### src/rtl/nfc_pkg.sv
// nfc_pkg: register offsets, bit positions and loader states shared by the
// NAND command front-end. Assumes 32-bit registers and byte offsets.
package nfc_pkg;
    localparam int REG_W = 32;
    localparam int EVT_W = 12;

    localparam logic [7:0] OFS_CTL  = 8'h00;
    localparam logic [7:0] OFS_TIM0 = 8'h04;
    localparam logic [7:0] OFS_TIM1 = 8'h0C;
    localparam logic [7:0] OFS_STAT = 8'h14;
    localparam logic [7:0] OFS_CMDQ = 8'h48;

    localparam int CTL_RUN   = 28;
    localparam int CTL_DMA   = 29;
    localparam int CTL_ECC   = 30;
    localparam int CTL_SPARE = 31;

    localparam int ST_CMDREQ = 0;
    localparam int ST_RDREQ  = 1;
    localparam int ST_WRREQ  = 2;
    localparam int ST_SBE    = 3;
    localparam int ST_DBE    = 4;
    localparam int ST_DONE   = 8;
    localparam int ST_FRDY   = 11;
    localparam int ST_RDYLVL = 12;

    typedef enum logic [1:0] {
        LD_IDLE = 2'd0,
        LD_FILL = 2'd1,
        LD_WAIT = 2'd2
    } ld_state_e;
endpackage

### src/rtl/nfc_cfg_regs.sv
// nfc_cfg_regs: control and timing registers. The run bit is written by
// software and cleared by hardware when a command completes; a software write
// on the same edge takes priority. Detects run rise and software abort.
// Assumes a single write port (one register written per cycle).
module nfc_cfg_regs
    import nfc_pkg::*;
#(
    parameter int W = REG_W
) (
    input  logic         clk,
    input  logic         rst_n,
    input  logic         we_ctl,
    input  logic         we_tim0,
    input  logic         we_tim1,
    input  logic [W-1:0] wdata,
    input  logic         run_clr,
    output logic [W-1:0] ctl_q,
    output logic [W-1:0] tim0_q,
    output logic [W-1:0] tim1_q,
    output logic         run_rise,
    output logic         run_abort
);

    // Edge detection of the run bit on software writes.
    always_comb begin
        run_rise  = we_ctl &&  wdata[CTL_RUN] && !ctl_q[CTL_RUN];
        run_abort = we_ctl && !wdata[CTL_RUN] &&  ctl_q[CTL_RUN];
    end

    // Control register: software write, else hardware clear of run.
    always_ff @(posedge clk) begin
        if (!rst_n) begin
            ctl_q <= '0;
        end else if (we_ctl) begin
            ctl_q <= wdata;
        end else if (run_clr) begin
            ctl_q[CTL_RUN] <= 1'b0;
        end
    end

    // Timing words: plain storage handed to the pin sequencer.
    always_ff @(posedge clk) begin
        if (!rst_n) begin
            tim0_q <= '0;
            tim1_q <= '0;
        end else begin
            if (we_tim0) tim0_q <= wdata;
            if (we_tim1) tim1_q <= wdata;
        end
    end

endmodule

### src/rtl/nfc_cmd_loader.sv
// nfc_cmd_loader: collects WORDS consecutive writes to the command queue
// address once armed by a run rise, issues them with a one-cycle valid pulse,
// then waits for the sequencer's done pulse. Abort returns it to idle.
// Assumes start, abort and push never coincide (single write port).
module nfc_cmd_loader
    import nfc_pkg::*;
#(
    parameter int W     = REG_W,
    parameter int WORDS = 3
) (
    input  logic           clk,
    input  logic           rst_n,
    input  logic           start,
    input  logic           abort,
    input  logic           push,
    input  logic [W-1:0]   wdata,
    input  logic           seq_done,
    output logic           cmd_valid,
    output logic [W*WORDS-1:0] cmd_words,
    output logic           done_evt,
    output logic           filling,
    output logic           waiting
);

    localparam int IDX_W = (WORDS > 1) ? $clog2(WORDS) : 1;
    localparam logic [IDX_W-1:0] LAST = IDX_W'(WORDS - 1);

    ld_state_e        state;
    logic [IDX_W-1:0] idx;
    logic             take;

    // Status of the loader seen by neighbours.
    always_comb begin
        filling  = (state == LD_FILL);
        waiting  = (state == LD_WAIT);
        take     = filling && push;
        done_evt = waiting && seq_done && !abort;
    end

    // Loader sequence: idle -> fill (WORDS pushes) -> wait for done.
    always_ff @(posedge clk) begin
        if (!rst_n) begin
            state     <= LD_IDLE;
            idx       <= '0;
            cmd_valid <= 1'b0;
        end else begin
            cmd_valid <= 1'b0;
            if (abort) begin
                state <= LD_IDLE;
                idx   <= '0;
            end else if (start) begin
                state <= LD_FILL;
                idx   <= '0;
            end else begin
                case (state)
                    LD_FILL: begin
                        if (push) begin
                            if (idx == LAST) begin
                                state     <= LD_WAIT;
                                idx       <= '0;
                                cmd_valid <= 1'b1;
                            end else begin
                                idx <= idx + 1'b1;
                            end
                        end
                    end
                    LD_WAIT: begin
                        if (seq_done) state <= LD_IDLE;
                    end
                    default: state <= LD_IDLE;
                endcase
            end
        end
    end

    // One holding register per command word, written when its slot is next.
    for (genvar k = 0; k < WORDS; k++) begin : g_word
        always_ff @(posedge clk) begin
            if (!rst_n) begin
                cmd_words[k*W +: W] <= '0;
            end else if (take && idx == IDX_W'(k)) begin
                cmd_words[k*W +: W] <= wdata;
            end
        end
    end

endmodule

### src/rtl/nfc_stat_regs.sv
// nfc_stat_regs: write-1-to-clear event register and registered interrupt.
// An event on the same edge as its clear wins. The interrupt follows the
// status and mask one cycle later.
module nfc_stat_regs
    import nfc_pkg::*;
#(
    parameter int N = EVT_W
) (
    input  logic         clk,
    input  logic         rst_n,
    input  logic         w1c_we,
    input  logic [N-1:0] w1c_bits,
    input  logic [N-1:0] set_vec,
    input  logic [N-1:0] mask,
    output logic [N-1:0] stat_q,
    output logic         irq
);

    logic [N-1:0] clr_vec;

    // Clear vector only exists during a status write.
    always_comb clr_vec = w1c_we ? w1c_bits : '0;

    // Event bits: hold, clear on 1-write, set on event (set wins).
    always_ff @(posedge clk) begin
        if (!rst_n) stat_q <= '0;
        else        stat_q <= (stat_q & ~clr_vec) | set_vec;
    end

    // Interrupt: one register after the unmasked events.
    always_ff @(posedge clk) begin
        if (!rst_n) irq <= 1'b0;
        else        irq <= |(stat_q & ~mask);
    end

endmodule

### src/rtl/nfc_regfront.sv
// nfc_regfront: register front-end of a single chip-select NAND controller.
// Decodes register writes, assembles status events, muxes read data and
// connects the configuration, status and command-loading submodules.
// Assumes ADDR_W >= 8 and a write port that accepts one write per cycle.
module nfc_regfront
    import nfc_pkg::*;
#(
    parameter int ADDR_W    = 8,
    parameter int CMD_WORDS = 3
) (
    input  logic                       clk,
    input  logic                       rst_n,
    input  logic                       reg_wr,
    input  logic [ADDR_W-1:0]          reg_addr,
    input  logic [REG_W-1:0]           reg_wdata,
    output logic [REG_W-1:0]           reg_rdata,
    input  logic                       ev_rd_req,
    input  logic                       ev_wr_req,
    input  logic                       ev_sbe,
    input  logic                       ev_dbe,
    input  logic                       ev_flash_rdy,
    input  logic                       flash_rdy_lvl,
    input  logic                       seq_done,
    output logic                       cmd_valid,
    output logic [REG_W*CMD_WORDS-1:0] cmd_words,
    output logic [REG_W-1:0]           ctl_cfg,
    output logic [REG_W-1:0]           tim0_cfg,
    output logic [REG_W-1:0]           tim1_cfg,
    output logic                       irq
);

    localparam int STAT_PAD = REG_W - EVT_W - 1;

    logic             we_ctl, we_tim0, we_tim1, we_stat, we_cmdq;
    logic             run_rise, run_abort, done_evt;
    logic             ld_filling, ld_waiting;
    logic [EVT_W-1:0] set_vec, stat_q;

    // Write decode by offset.
    always_comb begin
        we_ctl  = reg_wr && (reg_addr == ADDR_W'(OFS_CTL));
        we_tim0 = reg_wr && (reg_addr == ADDR_W'(OFS_TIM0));
        we_tim1 = reg_wr && (reg_addr == ADDR_W'(OFS_TIM1));
        we_stat = reg_wr && (reg_addr == ADDR_W'(OFS_STAT));
        we_cmdq = reg_wr && (reg_addr == ADDR_W'(OFS_CMDQ));
    end

    // Event assembly onto the status bit positions.
    always_comb begin
        set_vec            = '0;
        set_vec[ST_CMDREQ] = run_rise;
        set_vec[ST_RDREQ]  = ev_rd_req;
        set_vec[ST_WRREQ]  = ev_wr_req;
        set_vec[ST_SBE]    = ev_sbe;
        set_vec[ST_DBE]    = ev_dbe;
        set_vec[ST_DONE]   = done_evt;
        set_vec[ST_FRDY]   = ev_flash_rdy;
    end

    nfc_cfg_regs #(.W(REG_W)) i_cfg (
        .clk       (clk),
        .rst_n     (rst_n),
        .we_ctl    (we_ctl),
        .we_tim0   (we_tim0),
        .we_tim1   (we_tim1),
        .wdata     (reg_wdata),
        .run_clr   (done_evt),
        .ctl_q     (ctl_cfg),
        .tim0_q    (tim0_cfg),
        .tim1_q    (tim1_cfg),
        .run_rise  (run_rise),
        .run_abort (run_abort)
    );

    nfc_cmd_loader #(.W(REG_W), .WORDS(CMD_WORDS)) i_loader (
        .clk       (clk),
        .rst_n     (rst_n),
        .start     (run_rise),
        .abort     (run_abort),
        .push      (we_cmdq),
        .wdata     (reg_wdata),
        .seq_done  (seq_done),
        .cmd_valid (cmd_valid),
        .cmd_words (cmd_words),
        .done_evt  (done_evt),
        .filling   (ld_filling),
        .waiting   (ld_waiting)
    );

    nfc_stat_regs #(.N(EVT_W)) i_stat (
        .clk      (clk),
        .rst_n    (rst_n),
        .w1c_we   (we_stat),
        .w1c_bits (reg_wdata[EVT_W-1:0]),
        .set_vec  (set_vec),
        .mask     (ctl_cfg[EVT_W-1:0]),
        .stat_q   (stat_q),
        .irq      (irq)
    );

    // Read multiplexer; unmapped offsets read zero.
    always_comb begin
        reg_rdata = '0;
        if (reg_addr == ADDR_W'(OFS_CTL))       reg_rdata = ctl_cfg;
        else if (reg_addr == ADDR_W'(OFS_TIM0)) reg_rdata = tim0_cfg;
        else if (reg_addr == ADDR_W'(OFS_TIM1)) reg_rdata = tim1_cfg;
        else if (reg_addr == ADDR_W'(OFS_STAT)) reg_rdata = {{STAT_PAD{1'b0}}, flash_rdy_lvl, stat_q};
    end

endmodule

### config.mk
export PLATFORM = sky130hd
export DESIGN_NAME = nfc_regfront
export DESIGN_NICKNAME = d
export VERILOG_FILES = /design/src/rtl/nfc_pkg.sv /design/src/rtl/nfc_cfg_regs.sv /design/src/rtl/nfc_cmd_loader.sv /design/src/rtl/nfc_stat_regs.sv /design/src/rtl/nfc_regfront.sv
export SDC_FILE = /design/constraint.sdc
export NUM_CORES = 1
export LEC_CHECK = 0
export BUFFER_PORTS_ARGS = -buffer_cell sky130_fd_sc_hd__buf_2
export CORE_ASPECT_RATIO = 0.6
export CORE_MARGIN = 4
export CORE_UTILIZATION = 40
export DETAILED_ROUTE_END_ITERATION = 16
export PLACE_DENSITY = 0.73
export SLEW_MARGIN = 25
export SYNTH_ARGS = -nofsm -noshare
export SYNTH_HDL_FRONTEND = slang
export SYNTH_HIERARCHICAL = 1
export SYNTH_SLANG_ARGS = --single-unit
### constraint.sdc
create_clock -name clk -period 4.6 [get_ports clk]
set_input_delay 0.69 -clock clk [delete_from_list [all_inputs] [get_ports clk]]
set_output_delay 0.69 -clock clk [all_outputs]
set_load 0.02 [all_outputs]
**Yosys cells after proc, flatten, opt, wreduce, memory -nomap -nowiden**

Cells that the tools add are included.

- Add/subtract/negate cells: 1
- Equality and inequality tests: 14
- Muxes and demuxes: 14
- Bitwise operators: 8
- Reductions and logical operators: 28

Operators with widths:

| kind | count |
|---|---|
| $mux 32 | 3 |
| $and 12x12->12 | 2 |
| $not 12->12 | 2 |
| $logic_and 1x1->1 | 15 |
| $mux 13 | 1 |
| $mux 12 | 1 |
| $or 12x12->12 | 1 |
| $reduce_or 12->1 | 1 |
| $eq 8x3->1 const B | 1 |
| $eq 8x4->1 const B | 1 |
| $eq 8x5->1 const B | 1 |
| $eq 8x7->1 const B | 1 |
| $logic_not 8->1 | 1 |
| $mux 2 | 4 |
| $ne 3x3->1 const B | 2 |
| $reduce_and 3->1 | 2 |
| $reduce_or 5->1 | 1 |
| $eq 2x1->1 const B | 2 |
| $eq 2x2->1 const B | 2 |
| $mux 1 | 4 |
| $ne 2x2->1 const B | 2 |
| $pmux 2 s2 | 1 |
| $logic_not 1->1 | 3 |
| $ne 3x2->1 const B | 1 |
| other kinds (8) | 10 |

- Output and inout bits: 226
- Logic and storage cells: 78
- Bits in registers: 210

**Longest topological paths before layout**

Gate-level depths: netlist of run 1.

- Depth in word-level cells: 8
- Gate-level depth with buffers: 12

**By module**

Netlist of run 1, hierarchy kept.

Modules (own cells, without submodules):

| module | area an instance (µm²) | cells each | times used |
|---|---|---|---|
| nfc_cmd_loader | 3803.6 | 371 | 1 |
| nfc_cfg_regs | 3748.6 | 313 | 1 |
| nfc_regfront | 1228.7 | 183 | 1 |
| nfc_stat_regs | 556.8 | 67 | 1 |

**Worst setup path after synthesis of run 1**

No wires, ideal clock.

- Kind: input-to-reg
- From: input reg_addr[4]
- To: register i_loader.cmd_words[10]
- Arrival time: 2973 ps
- Stages on the path: 10
- Required time: 4481 ps
- Slack: 1508 ps
- Library setup time: 119 ps
- Cells stage by stage: buf_6 -> nor4_1 -> clkbuf_1 -> nand2_1 -> nor4_1 -> nand3b_4 -> or3_1 -> buf_6 -> buf_12 -> mux2i_1

- Word-level cells in the longest chain between the ends: 4

RTL lines:

| element | line | text |
|---|---|---|
| start, declared | nfc_regfront.sv:14 | `input logic [ADDR_W-1:0] reg_addr,` |
| $eq 8x7->1 | nfc_regfront.sv:45 | `we_cmdq = reg_wr && (reg_addr == ADDR_W'(OFS_CMDQ));` |
| $logic_and 1x1->1 | nfc_regfront.sv:45 |  |
| named net we_cmdq | nfc_regfront.sv:34 | `logic we_ctl, we_tim0, we_tim1, we_stat, we_cmdq;` |
| $logic_and 1x1->1 | nfc_cmd_loader.sv:36 | `take = filling && push;` |
| $logic_and 1x1->1 | nfc_cmd_loader.sv:81 | `end else if (take && idx == IDX_W'(k)) begin` |
| end signal, assigned by index | nfc_cmd_loader.sv:82 | `cmd_words[k*W +: W] <= wdata;` |
| end, declared | nfc_cmd_loader.sv:19 | `output logic [W*WORDS-1:0] cmd_words,` |

The timed path passes the listed nets, and every way through them passes these cells.
A chain may end at the register's enable or synchronous reset.

**Final worst setup path of run 1**

- From: input reg_addr[3]
- To: output reg_rdata[14]

- Word-level cells in the longest chain between the ends: 4
- Elaborated cells on any way between the ends: 6

RTL lines:

| element | line | text |
|---|---|---|
| $eq 8x4->1 | nfc_regfront.sv:106 | `else if (reg_addr == ADDR_W'(OFS_TIM1)) reg_rdata = tim1_cfg;` |
| $mux 32 | nfc_regfront.sv:106 |  |
| $mux 32 | nfc_regfront.sv:105 | `else if (reg_addr == ADDR_W'(OFS_TIM0)) reg_rdata = tim0_cfg;` |
| $mux 32 * | nfc_regfront.sv:104 | `if (reg_addr == ADDR_W'(OFS_CTL)) reg_rdata = ctl_cfg;` |
| end, declared | nfc_regfront.sv:16 | `output logic [REG_W-1:0] reg_rdata,` |

Mark *: on every way between the ends. The rest lies on a longest branch, timed or not.

==> results of run 1 <==
==> cell type report <==
cell class              count  area, um2  share of cell area, %
multi-input cells         639       4580                   40.1
flip-flops and latches    210       4200                   36.7
repair buffers            292       1520                   13.3
clock buffers              25        571                   4.99
well taps                 308        385                   3.37
clock inverters            12        118                   1.03
inverters                  16       60.1                  0.525
==> cells in the final DEF (no fill, tap or decap), types with 2 or more instances in the layout <==
cell type	synthesis	layout
a21oi_1	15	15
a2bb2oi_1	9	9
a2bb2oi_2	10	10
a32o_1	13	13
and2b_2	2	2
and3b_1	2	2
buf_2	4	274
buf_4	9	16
bufinv_16	0	2
clkbuf_16	0	21
clkbuf_8	0	3
clkinv_2	0	7
clkinvlp_4	0	3
conb_1	1	5
dfxtp_1	210	210
inv_1	16	16
mux2i_1	191	191
nand2_1	147	147
nand2b_1	26	26
nand3_1	19	19
nand3b_1	15	15
nand4_1	19	19
nor2_1	3	2
nor2b_1	121	121
nor3_2	1	3
nor3b_2	0	3
o2111ai_1	3	3
o22ai_1	13	13
or2b_1	2	2
or3_2	0	2
==> path summary, 6_finish.rpt <==
check	from	cells past startpoint	to
max	reg_addr[3]	5	reg_rdata[14]
min	ev_sbe	3	i_stat/stat_q[3]
max reg2reg	i_loader/state[1]	3	i_loader/cmd_words[25]
min reg2reg	i_loader/cmd_words[88]	2	i_loader/cmd_words[88]
==> logic make-up (layout without fill, tap and decap cells) <==
logic type / after synthesis / after routing / share of synthesized area, %
muxes: 191 / 191 / 20.5
buffers and inverters: 89 / 345 / 6.57
other: 1 / 5 / 0.0402
AOI/OAI and AO/OA: 66 / 66 / 6.10
and+or+nand+nor: 377 / 377 / 21.8
DFF: 210 / 210 / 45.0
==> through the flow <==
step / power, uW / instances
after floorplan: 1980 / 938
after global placement: 2070 / 1465
after detailed placement: 2070 / 1465
after CTS: 3800 / 1502
after global routing: 3890 / 1502
final: 3760 / 1502
==> power by group <==
part           internal [uW]  total [uW]  switching [uW]
clock network            999        1730             730
registers               1830        1830            6.48
logic                   62.5         199             136
total                   2890        3760             872
==> registers in the layout, summed over array words and instances (netlist names) <==
register / flops
i_cfg/ctl_q: 32
i_cfg/tim0_q: 32
i_cfg/tim1_q: 32
i_loader/cmd_valid: 1
i_loader/cmd_words: 96
i_loader/idx: 2
i_loader/state: 2
i_stat/irq: 1
i_stat/stat_q: 12
==> worst min-delay path, cell delays in order <==
cell and delay (ns):
buf_2 0.08, a21oi_1 0.03, nor2b_1 0.09
==> metal layers <==
metal	vias up	track usage, %	part of all wire [%]
li1	3670	-	-
met1	3712	35.5	53
met2	306	28.7	39
met3	36	3.83	7.0
met4	0	3.15	1.4
met5	-	0	0
==> key figures, run 1 <==
Setup path
  – Startpoint types: primary input
  – CP Max Fanout: 49
  – Delay-heaviest family, CP: simple AND/OR/NAND/NOR gates
  – Buf+Inv Stages, Crit Path: 2
  – Critical path arrival: 2.77 ns
  – WS Path Type: primary input to output pin
  – CP required: a little under 4 ns
  – CP max-delay cell: or3_2
  – Critical path endpoint category: output pin
  – Setup slack, reg-to-reg: roughly 2.7 ns
  – CP Cell Sequence: buf_2, or3_1, or3_2, a2bb2oi_2, buf_2
  – Max incr delay on CP: approximately 0.74 ns
  – CP dominant cell by count: buf_2

STA
  – Finish-stage setup viols: 0
  – Hold Violations, Final: 0
  – F_max: approximately 290 MHz
  – Worst Skew: between 0.01 and 0.015 ns
  – Slew @ Worst Pin: ~1.1 ns
  – Final slew viol count: 0
  – Fin Hold WS: around 0.44 ns
  – Tcrit/Tclk final: between 70% and 80%
  – Setup TNS Final: 0 ns
  – Max-slew headroom: ~28%
  – Final Worst Setup Slack: about 1.1 ns
  – Fin crit period: ~3.5 ns
  – RSZ-0062 raised after global routing: no

Layout
  – ANT cells: 0
  – Fillers: around 2100
  – Area Overhead vs Synth: 22.6%
  – Share of cells above drive strength 1: between 20% and 30%
  – Final nets: approximately 1200
  – Finished Cell Area: around 11000 um2
  – Core Util, Final: about half

GRT
  – Largest net degree at the start of global routing: ~110
  – Antenna violations before repair: 0
  – First-pass GRT wire length: between 40000 and 50000 um
  – Number of global-route vias before repair: roughly 7200
  – GR Overflow Total: 0
  – Overall Global Routing Usage: about a fifth

Clocking
  – CTS tree: done
  – # hold bufs at CTS: 0
  – CTS Root Cell: clkbuf_16
  – CTS max path bufs: 3
  – Clk slew on worst S/H paths: about 0.060 ns
  – Clock sink total: 210
  – Post-CTS setup buffer count: 0
  – H-tree depth: 1
  – Post-CTS resize count: 0
  – Num CTS Buffers: 21
  – Clk Latency, worst-skew pair: ~0.49 ns

Drt
  – DRT Pass-1 Iters: 4
  – Drt via density: roughly 5
  – Routed length per instance: approximately 20 um
  – Vias: 7724
  – DR DRC count: 0
  – DRT iter0 DRCs: a little under 600
  – Drt total wl: 29500 um
  – ANT nets after route: 0

Floorplan
  – Die W: between 200 and 250 um
  – Num rows: 42
  – Die area: roughly 26000 um2
  – Core footprint: 22500 um2
  – Die Ht: between 100 and 150 um
  – Initial core utilization: around 42%
  – I/O pins: 276

Synth
  – Dominant cell type by area after synthesis: dfxtp_1
  – Synth Instances: 934
  – #FFs+latches synth: 210
  – Ys Warns: 6
  – Top-count cell post-synth: dfxtp_1
  – Top_reg_cell synth: dfxtp_1
  – Register area share after synthesis: roughly 45%
  – Commonest cells post-synth: 210 x dfxtp_1, 191 x mux2i_1, 147 x nand2_1
  – Post-synth cell types: 42
  – Netlist Area Pre-Place: a little over 9000 um2
  – Yosys top cell area share: between 40% and 50%
  – Ys async rst share: 0%
  – Mean post-synth cell area: around 10 um2
  – Synth area leaders: dfxtp_1 45%, mux2i_1 20%, nor2b_1 8.1%
  – Number of synthesized flops with an enable pin: 0

Placed design
  – Post-DP HPWL: 21300 um
  – GPL Wtd Cong: roughly 0.91
  – Pre-CTS WS: just over 1 ns
  – Buffers added on ports: between 200 and 300
  – DP Area: 10800 um2

Power
  – P_leak: about 0.0050 uW
  – Worst VDD drop: ~200 uV
  – PwrDens: 329 nW/um2

Flow run
  – Maxcap violations: 0

Outcome
  – Run status: completed

Worst hold path
  – Worst min path class: primary input to register
(Power assumes the default switching activity.)
==> inputs of run 2 (changes only) <==
Settings changed: ABC_AREA set to 1, PLACE_DENSITY 0.73 to 0.76.
Clock period 4.6 ns to 2.8 ns, I/O delays scaled along.
==> key figures, run 2 <==
Outcome
  – Run status: completed (unchanged)

Drt
  – DRT iter0 DRCs: 695 (was 588)
  – ANT nets after route: 0 (unchanged)
  – DR DRC count: 0 (unchanged)
  – Drt total wl: 30700 um (was 29500 um)
  – Drt via density: 5.01 (was 5.14)
  – Vias: 9133 (was 7724)
  – DRT Pass-1 Iters: 5 (was 4)
  – Routed length per instance: 16.8 um (was 19.7 um)

Synth
  – Register area share after synthesis: 47.3% (was 45.0%)
  – Synth Area in Adders: 0% (unchanged)
  – Post-synth cell types: 28 (was 42)
  – Synth area leaders: dfxtp_1 47%, nor2_1 17%, nand2_1 12% (was dfxtp_1 45%, mux2i_1 20%, nor2b_1 8.1%)
  – Mean post-synth cell area: 6.96 um2 (was 10.0 um2)
  – Number of synthesized flops with an enable pin: 0 (unchanged)
  – Mux share of post-synthesis cell area: 0% (was 20.5%)
  – Yosys top cell area share: 47.3% (was 45.0%)
  – Synth Instances: 1278 (was 934)
  – Top_reg_cell synth: dfxtp_1 (unchanged)
  – Ys async rst share: 0% (unchanged)
  – Compound-cell area share of the yosys netlist: 6.36% (was 6.10%)
  – Ys Warns: 6 (unchanged)
  – Largest family of logic cells by synthesized area: simple AND/OR/NAND/NOR gates (unchanged)
  – #FFs+latches synth: 210 (unchanged)
  – Post-synthesis xor/xnor area fraction: 0% (unchanged)
  – Simple-gate share of the synthesized area: 37.8% (was 21.8%)
  – Top-count cell post-synth: nor2_1 (was dfxtp_1)
  – Dominant cell type by area after synthesis: dfxtp_1 (unchanged)
  – Commonest cells post-synth: 407 x nor2_1, 295 x nand2_1, 210 x dfxtp_1 (was 210 x dfxtp_1, 191 x mux2i_1, 147 x nand2_1)
  – Netlist Area Pre-Place: 8900 um2 (was 9340 um2)

Setup path
  – Worst Reg-to-Reg Cells: 6 (was 3)
  – Startpoint types: primary input (unchanged)
  – CP required: 2.38 ns (was 3.91 ns)
  – Critical path endpoint category: output pin (unchanged)
  – Critical Path End: reg_rdata[1] (was reg_rdata[14])
  – Setup slack, reg-to-reg: 1.36 ns (was 2.74 ns)
  – CP Launch Point: reg_addr[7] (was reg_addr[3])
  – WS Path Type: primary input to output pin (unchanged)
  – Critical R2R Capture: i_loader/cmd_words[37] (was i_loader/cmd_words[25])
  – CP dominant cell by count: buf_2 (unchanged)
  – CP Max Fanout: 18 (was 49)
  – R2R Path Start: i_loader/state[0] (was i_loader/state[1])
  – CP Cell Sequence: buf_2, nor2_1, nand3_1, nor2_2, buf_4, nand2_1, nand4_1, buf_2 (was buf_2, or3_1, or3_2, a2bb2oi_2, buf_2)
  – CP max-delay cell: nor2_2 (was or3_2)
  – Critical path arrival: 1.85 ns (was 2.77 ns)
  – Max incr delay on CP: 0.33 ns (was 0.74 ns)

GRT
  – GR Overflow Total: 0 (unchanged)
  – Number of global-route vias before repair: 8266 (was 7150)
  – Antenna violations before repair: 2 (was 0)
  – Overall Global Routing Usage: 23.5% (was 21.4%)
  – Largest net degree at the start of global routing: 98 (was 109)
  – First-pass GRT wire length: 46500 um (was 43700 um)

Layout
  – Non-filler instance count after layout: 1823 (was 1502)
  – Most frequent cells in the layout: 406 x nor2_1, 295 x nand2_1, 274 x buf_2, 210 x dfxtp_1, 63 x inv_1 (was 274 x buf_2, 210 x dfxtp_1, 191 x mux2i_1, 147 x nand2_1, 121 x nor2b_1)
  – Finished Cell Area: 11200 um2 (was 11400 um2)
  – Max FFs per register: 96 (unchanged)
  – Most common cell after layout, fill and taps aside: nor2_1 (was buf_2)
  – Area Overhead vs Synth: 25.5% (was 22.6%)
  – Share of cells above drive strength 1: 24.4% (was 29.8%)
  – Most flops, register: i_loader/cmd_words (unchanged)
  – Final nets: 1579 (was 1230)

Clocking
  – CTS tree: done (unchanged)
  – CTS max path bufs: 3 (unchanged)
  – CTS Root Cell: clkbuf_16 (unchanged)
  – H-tree depth: 1 (unchanged)
  – Clock sink total: 210 (unchanged)
  – Num CTS Buffers: 21 (unchanged)
  – Post-CTS setup buffer count: 0 (unchanged)
  – Clk Latency, worst-skew pair: 0.49 ns (about the same)
  – # hold bufs at CTS: 0 (unchanged)
  – Post-CTS resize count: 0 (unchanged)
  – Clk slew on worst S/H paths: 0.06 ns (about the same)

Placed design
  – GPL Wtd Cong: 0.964 (was 0.912)
  – Buffers added on ports: 275 (unchanged)
  – DP Area: 10400 um2 (was 10800 um2)
  – Inst Count DP: 1785 (was 1465)
  – Post-DP HPWL: 21900 um (was 21300 um)

Flow run
  – Maxcap violations: 0 (unchanged)

Floorplan
  – I/O pins: 276 (unchanged)
  – Initial core utilization: 41.5% (about the same)
  – Die area: 24800 um2 (was 25900 um2)
  – Num rows: 41 (was 42)
  – Die W: 201 um (was 205 um)
  – Die Ht: 124 um (was 126 um)
  – Core footprint: 21400 um2 (was 22500 um2)

Power
  – Worst VDD drop: 359 uV (was 197 uV)
  – P_leak: 0.00587 uW (was 0.00496 uW)
  – PwrDens: 567 nW/um2 (was 329 nW/um2)

STA
  – RSZ-0062 raised after global routing: no (unchanged)
  – Worst Skew: 0.00840 ns (was 0.0109 ns)
  – Tcrit/Tclk final: 81.1%
  – Hold Violations, Final: 0 (unchanged)
  – Max-slew headroom: 46.3% (was 28.3%)
  – Slew @ Worst Pin: 0.804 ns (was 1.08 ns)
  – Final slew viol count: 0 (unchanged)
  – Finish-stage setup viols: 0 (unchanged)
  – F_max: ~440 MHz
  – Fin crit period: about 2.3 ns
  – Setup TNS Final: 0 ns (unchanged)

Worst hold path
  – Worst min path class: primary input to register (unchanged)
-- run 2: cell count changes in the layout (fill, tap and decap cells not counted), moves of 13 or more --
cell	change
a32o_1	-13
inv_1	+47
mux2i_1	-191
nand2_1	+148
nand2b_1	-26
nand3_1	+35
nand3b_1	-15
nor2_1	+404
nor2b_1	-121
o21ai_0	+53
o21ai_1	+43
o22ai_1	-13
-- run 2: per-layer routing --
layer  vias to the layer above  wire, um  global-route usage (%)
met5                         -        13                       0
met4                         2       652                    5.76
met3                        43      2990                    6.00
met2                       416     12200                    33.8
met1                      4222     14800                    35.2
li1                       4450         -                       -
-- run 2: layout make-up --
cell class | count | area [um2]
fillers | 2101 | 10300
flip-flops and latches | 210 | 4200
diodes | 1 | 2.50
well taps | 279 | 349
multi-input cells | 926 | 3980
inverters | 71 | 267
clock inverters | 10 | 158
clock buffers | 27 | 578
repair buffers | 299 | 1630
-- run 2: report_power, final --
group | leakage (uW) | switching, uW | internal, uW
combinational | 0.00381 | 203 | 76.7
clock | 0.000365 | 1200 | 1840
sequential | 0.00169 | 11.9 | 3000
total | 0.00587 | 1420 | 4910
-- run 2: stage by stage --
| step | setup slack (ns) | util, % | power, uW | hold slack, ns |
|---|---|---|---|---|
| 2_1_floorplan | 0.950 | - | 3230 | 0.458 |
| 3_3_place_gp | 0.452 | 48.6 | 3350 | 0.457 |
| 3_5_place_dp | 0.449 | 48.6 | 3350 | 0.468 |
| 4_1_cts | 0.557 | 52.1 | 6380 | 0.128 |
| 5_1_grt | 0.450 | 52.1 | 6540 | 0.130 |
| 6_report | 0.530 | 52.1 | 6330 | 0.139 |
-- run 2: worst min path at each step --
stage                           start                endpoint  depth (start not counted)
4_1_cts                     ev_rd_req        i_stat/stat_q[1]                          3
6_report                    ev_rd_req        i_stat/stat_q[1]                          3
3_3_place_gp   i_loader/cmd_words[63]  i_loader/cmd_words[63]                          2
2_1_floorplan         i_loader/idx[0]         i_loader/idx[0]                          2
5_1_grt                        ev_sbe        i_stat/stat_q[3]                          3
3_5_place_dp   i_loader/cmd_words[46]  i_loader/cmd_words[46]                          2
-- run 2: worst max-delay path: cells and delay by family --
kind / cells / cell delay, ns
AND/OR/NAND/NOR: 5 / 0.81
buffers and inverters: 3 / 0.61
-- run 2: cell families after synthesis --
kind of cell / after synthesis
buffers and inverters: 146
DFF: 210
AOI/OAI and AO/OA: 113
other: 1
and+or+nand+nor: 808
==> inputs of run 3 (changes only) <==
Settings changed: PLACE_DENSITY 0.76 to 0.74.
Clock period 2.8 ns to 2.2 ns, I/O delays scaled along.
==> key figures, run 3 (same netlist as run 2, synthesis figures left out) <==
Outcome
  – Run status: completed (unchanged)

Setup path
  – Setup slack, reg-to-reg: 0.79 ns (was 1.36 ns)
  – CP dominant cell by count: buf_2 (unchanged)
  – CP Launch Point: reg_addr[7] (unchanged)
  – CP required: 1.87 ns (was 2.38 ns)
  – Max incr delay on CP: 0.27 ns (was 0.33 ns)
  – Buf+Inv Stages, Crit Path: 3 (unchanged)
  – CP Cell Sequence: buf_2, nor2_1, nand3_1, nor2_4, buf_4, nand2_1, nand4_1, buf_2 (was buf_2, nor2_1, nand3_1, nor2_2, buf_4, nand2_1, nand4_1, buf_2)
  – Startpoint types: primary input (unchanged)
  – Critical R2R Capture: i_loader/cmd_words[23] (was i_loader/cmd_words[37])
  – Worst Reg-to-Reg Cells: 6 (unchanged)
  – Critical path arrival: 1.65 ns (was 1.85 ns)
  – CP Max Fanout: 17 (was 18)
  – Critical Path End: reg_rdata[12] (was reg_rdata[1])
  – WS Path Type: primary input to output pin (unchanged)
  – CP max-delay cell: buf_4 (was nor2_2)
  – Critical path depth: 8 (unchanged)
  – Critical path endpoint category: output pin (unchanged)
  – R2R Path Start: i_loader/state[0] (unchanged)
  – Delay-heaviest family, CP: simple AND/OR/NAND/NOR gates (unchanged)

Layout
  – Most common cell after layout, fill and taps aside: nor2_1 (unchanged)
  – Most frequent cells in the layout: 406 x nor2_1, 295 x nand2_1, 274 x buf_2, 210 x dfxtp_1, 63 x inv_1 (unchanged)
  – Non-filler instance count after layout: 1828 (was 1823)
  – Area Overhead vs Synth: 27.1% (was 25.5%)
  – Most flops, register: i_loader/cmd_words (unchanged)
  – Final nets: 1585 (was 1579)
  – Max FFs per register: 96 (unchanged)
  – Core Util, Final: 52.7% (was 52.1%)
  – Fillers: 2076 (was 2101)
  – Share of cells above drive strength 1: 24.9% (was 24.4%)
  – ANT cells: 0 (was 1)

GRT
  – Number of global-route vias before repair: 8317 (was 8266)
  – Antenna violations before repair: 0 (was 2)
  – Largest net degree at the start of global routing: 66 (was 98)
  – Overall Global Routing Usage: 24.1% (was 23.5%)
  – First-pass GRT wire length: 47600 um (was 46500 um)
  – GR Overflow Total: 0 (unchanged)

Placed design
  – GPL Wtd Cong: 0.883 (was 0.964)
  – Post-DP HPWL: 22500 um (was 21900 um)
  – Inst Count DP: 1791 (was 1785)
  – Buffers added on ports: 275 (unchanged)

STA
  – RSZ-0062 raised after global routing: no (unchanged)
  – Fin crit period: about 2 ns
  – Finish-stage setup viols: 0 (unchanged)
  – Tcrit/Tclk final: 90.0%
  – Hold Violations, Final: 0 (unchanged)
  – Final slew viol count: 0 (unchanged)
  – F_max: roughly 510 MHz
  – Worst Skew: 0.00927 ns (was 0.00840 ns)
  – Setup TNS Final: 0 ns (unchanged)

Drt
  – ANT nets after route: 0 (unchanged)
  – Drt total wl: 31200 um (was 30700 um)
  – DRT iter0 DRCs: 827 (was 695)
  – Routed length per instance: 17.1 um (was 16.8 um)
  – DRT met1 WL: 14600 um (was 14800 um)
  – DR DRC count: 0 (unchanged)
  – DRT Pass-1 Iters: 5 (unchanged)
  – Drt via density: 5.00 (was 5.01)
  – DR WL met3: 3310 um (was 2990 um)
  – Vias: 9141 (was 9133)
  – Top Layer Used: met4 (was met5)
  – WL met2: 12700 um (was 12200 um)

Floorplan
  – Die W: 201 um (unchanged)
  – Initial core utilization: 41.5% (unchanged)
  – Core footprint: 21400 um2 (unchanged)
  – Num rows: 41 (unchanged)
  – I/O pins: 276 (unchanged)
  – Die Ht: 124 um (unchanged)
  – Die area: 24800 um2 (unchanged)

Clocking
  – CTS tree: done (unchanged)
  – Clk slew on worst S/H paths: 0.07 ns (was 0.06 ns)
  – Post-CTS resize count: 0 (unchanged)
  – CTS Root Cell: clkbuf_16 (unchanged)
  – Num CTS Buffers: 21 (unchanged)
  – # hold bufs at CTS: 0 (unchanged)
  – Post-CTS setup buffer count: 0 (unchanged)
  – Clock sink total: 210 (unchanged)
  – CTS max path bufs: 3 (unchanged)
  – H-tree depth: 1 (unchanged)
  – Clk Latency, worst-skew pair: 0.49 ns (about the same)

Flow run
  – Maxcap violations: 0 (unchanged)

Power
  – P_leak: 0.00593 uW (was 0.00587 uW)
  – PwrDens: 729 nW/um2 (was 567 nW/um2)
  – Worst VDD drop: 437 uV (was 359 uV)

Worst hold path
  – Worst min path class: primary input to register (unchanged)
[run 3: how the worst min path moves through the flow]
stage / startpoint / to / cells past startpoint
2_1_floorplan: rst_n / i_stat/irq / 2
3_3_place_gp: i_loader/cmd_words[42] / i_loader/cmd_words[42] / 2
3_5_place_dp: i_loader/cmd_words[49] / i_loader/cmd_words[49] / 2
4_1_cts: ev_wr_req / i_stat/stat_q[2] / 3
5_1_grt: ev_dbe / i_stat/stat_q[4] / 3
6_report: ev_wr_req / i_stat/stat_q[2] / 3
[run 3: cell type report]
cell class                 count  area, um2  area share (%)
tap                          279        349            3.09
clock buffer                  26        584            5.17
inverter                      71        267            2.36
timing repair buffer         305       1720            15.2
multi-input combinational    926       3990            35.3
clock inverter                11        198            1.75
sequential                   210       4200            37.2
[run 3: per-stage QoR]
step | hold slack (ns) | instance area [um2] | setup slack, ns | total power [uW]
floorplan | 0.428 | 8910 | 0.440 | 4110
global placement | 0.458 | 10500 | 0.194 | 4270
detailed placement | 0.469 | 10500 | 0.182 | 4270
CTS | 0.0449 | 11300 | 0.241 | 8300
global route | 0.0495 | 11300 | 0.132 | 8510
finish | 0.0569 | 11300 | 0.221 | 8240
[run 3: where the power goes]
part | switching (uW) | total, uW | leakage, uW | internal (uW)
Clock | 1560 | 4040 | 0.000382 | 2490
Sequential | 14.5 | 3830 | 0.00169 | 3820
Combinational | 263 | 364 | 0.00385 | 100
Total | 1840 | 8240 | 0.00593 | 6400
[run 3: per-layer routing]
| layer | vias up | GRT usage, % |
|---|---|---|
| met2 | 419 | 35.1 |
| met3 | 41 | 6.68 |
| met4 | 0 | 5.28 |
| met5 | - | 0 |
| met1 | 4232 | 35.5 |
| li1 | 4449 | - |
[run 3: tightest hold or removal path, stage by stage]
cell	delay (ns)
buf_2	0.09
a21oi_1	0.03
nor2_1	0.07
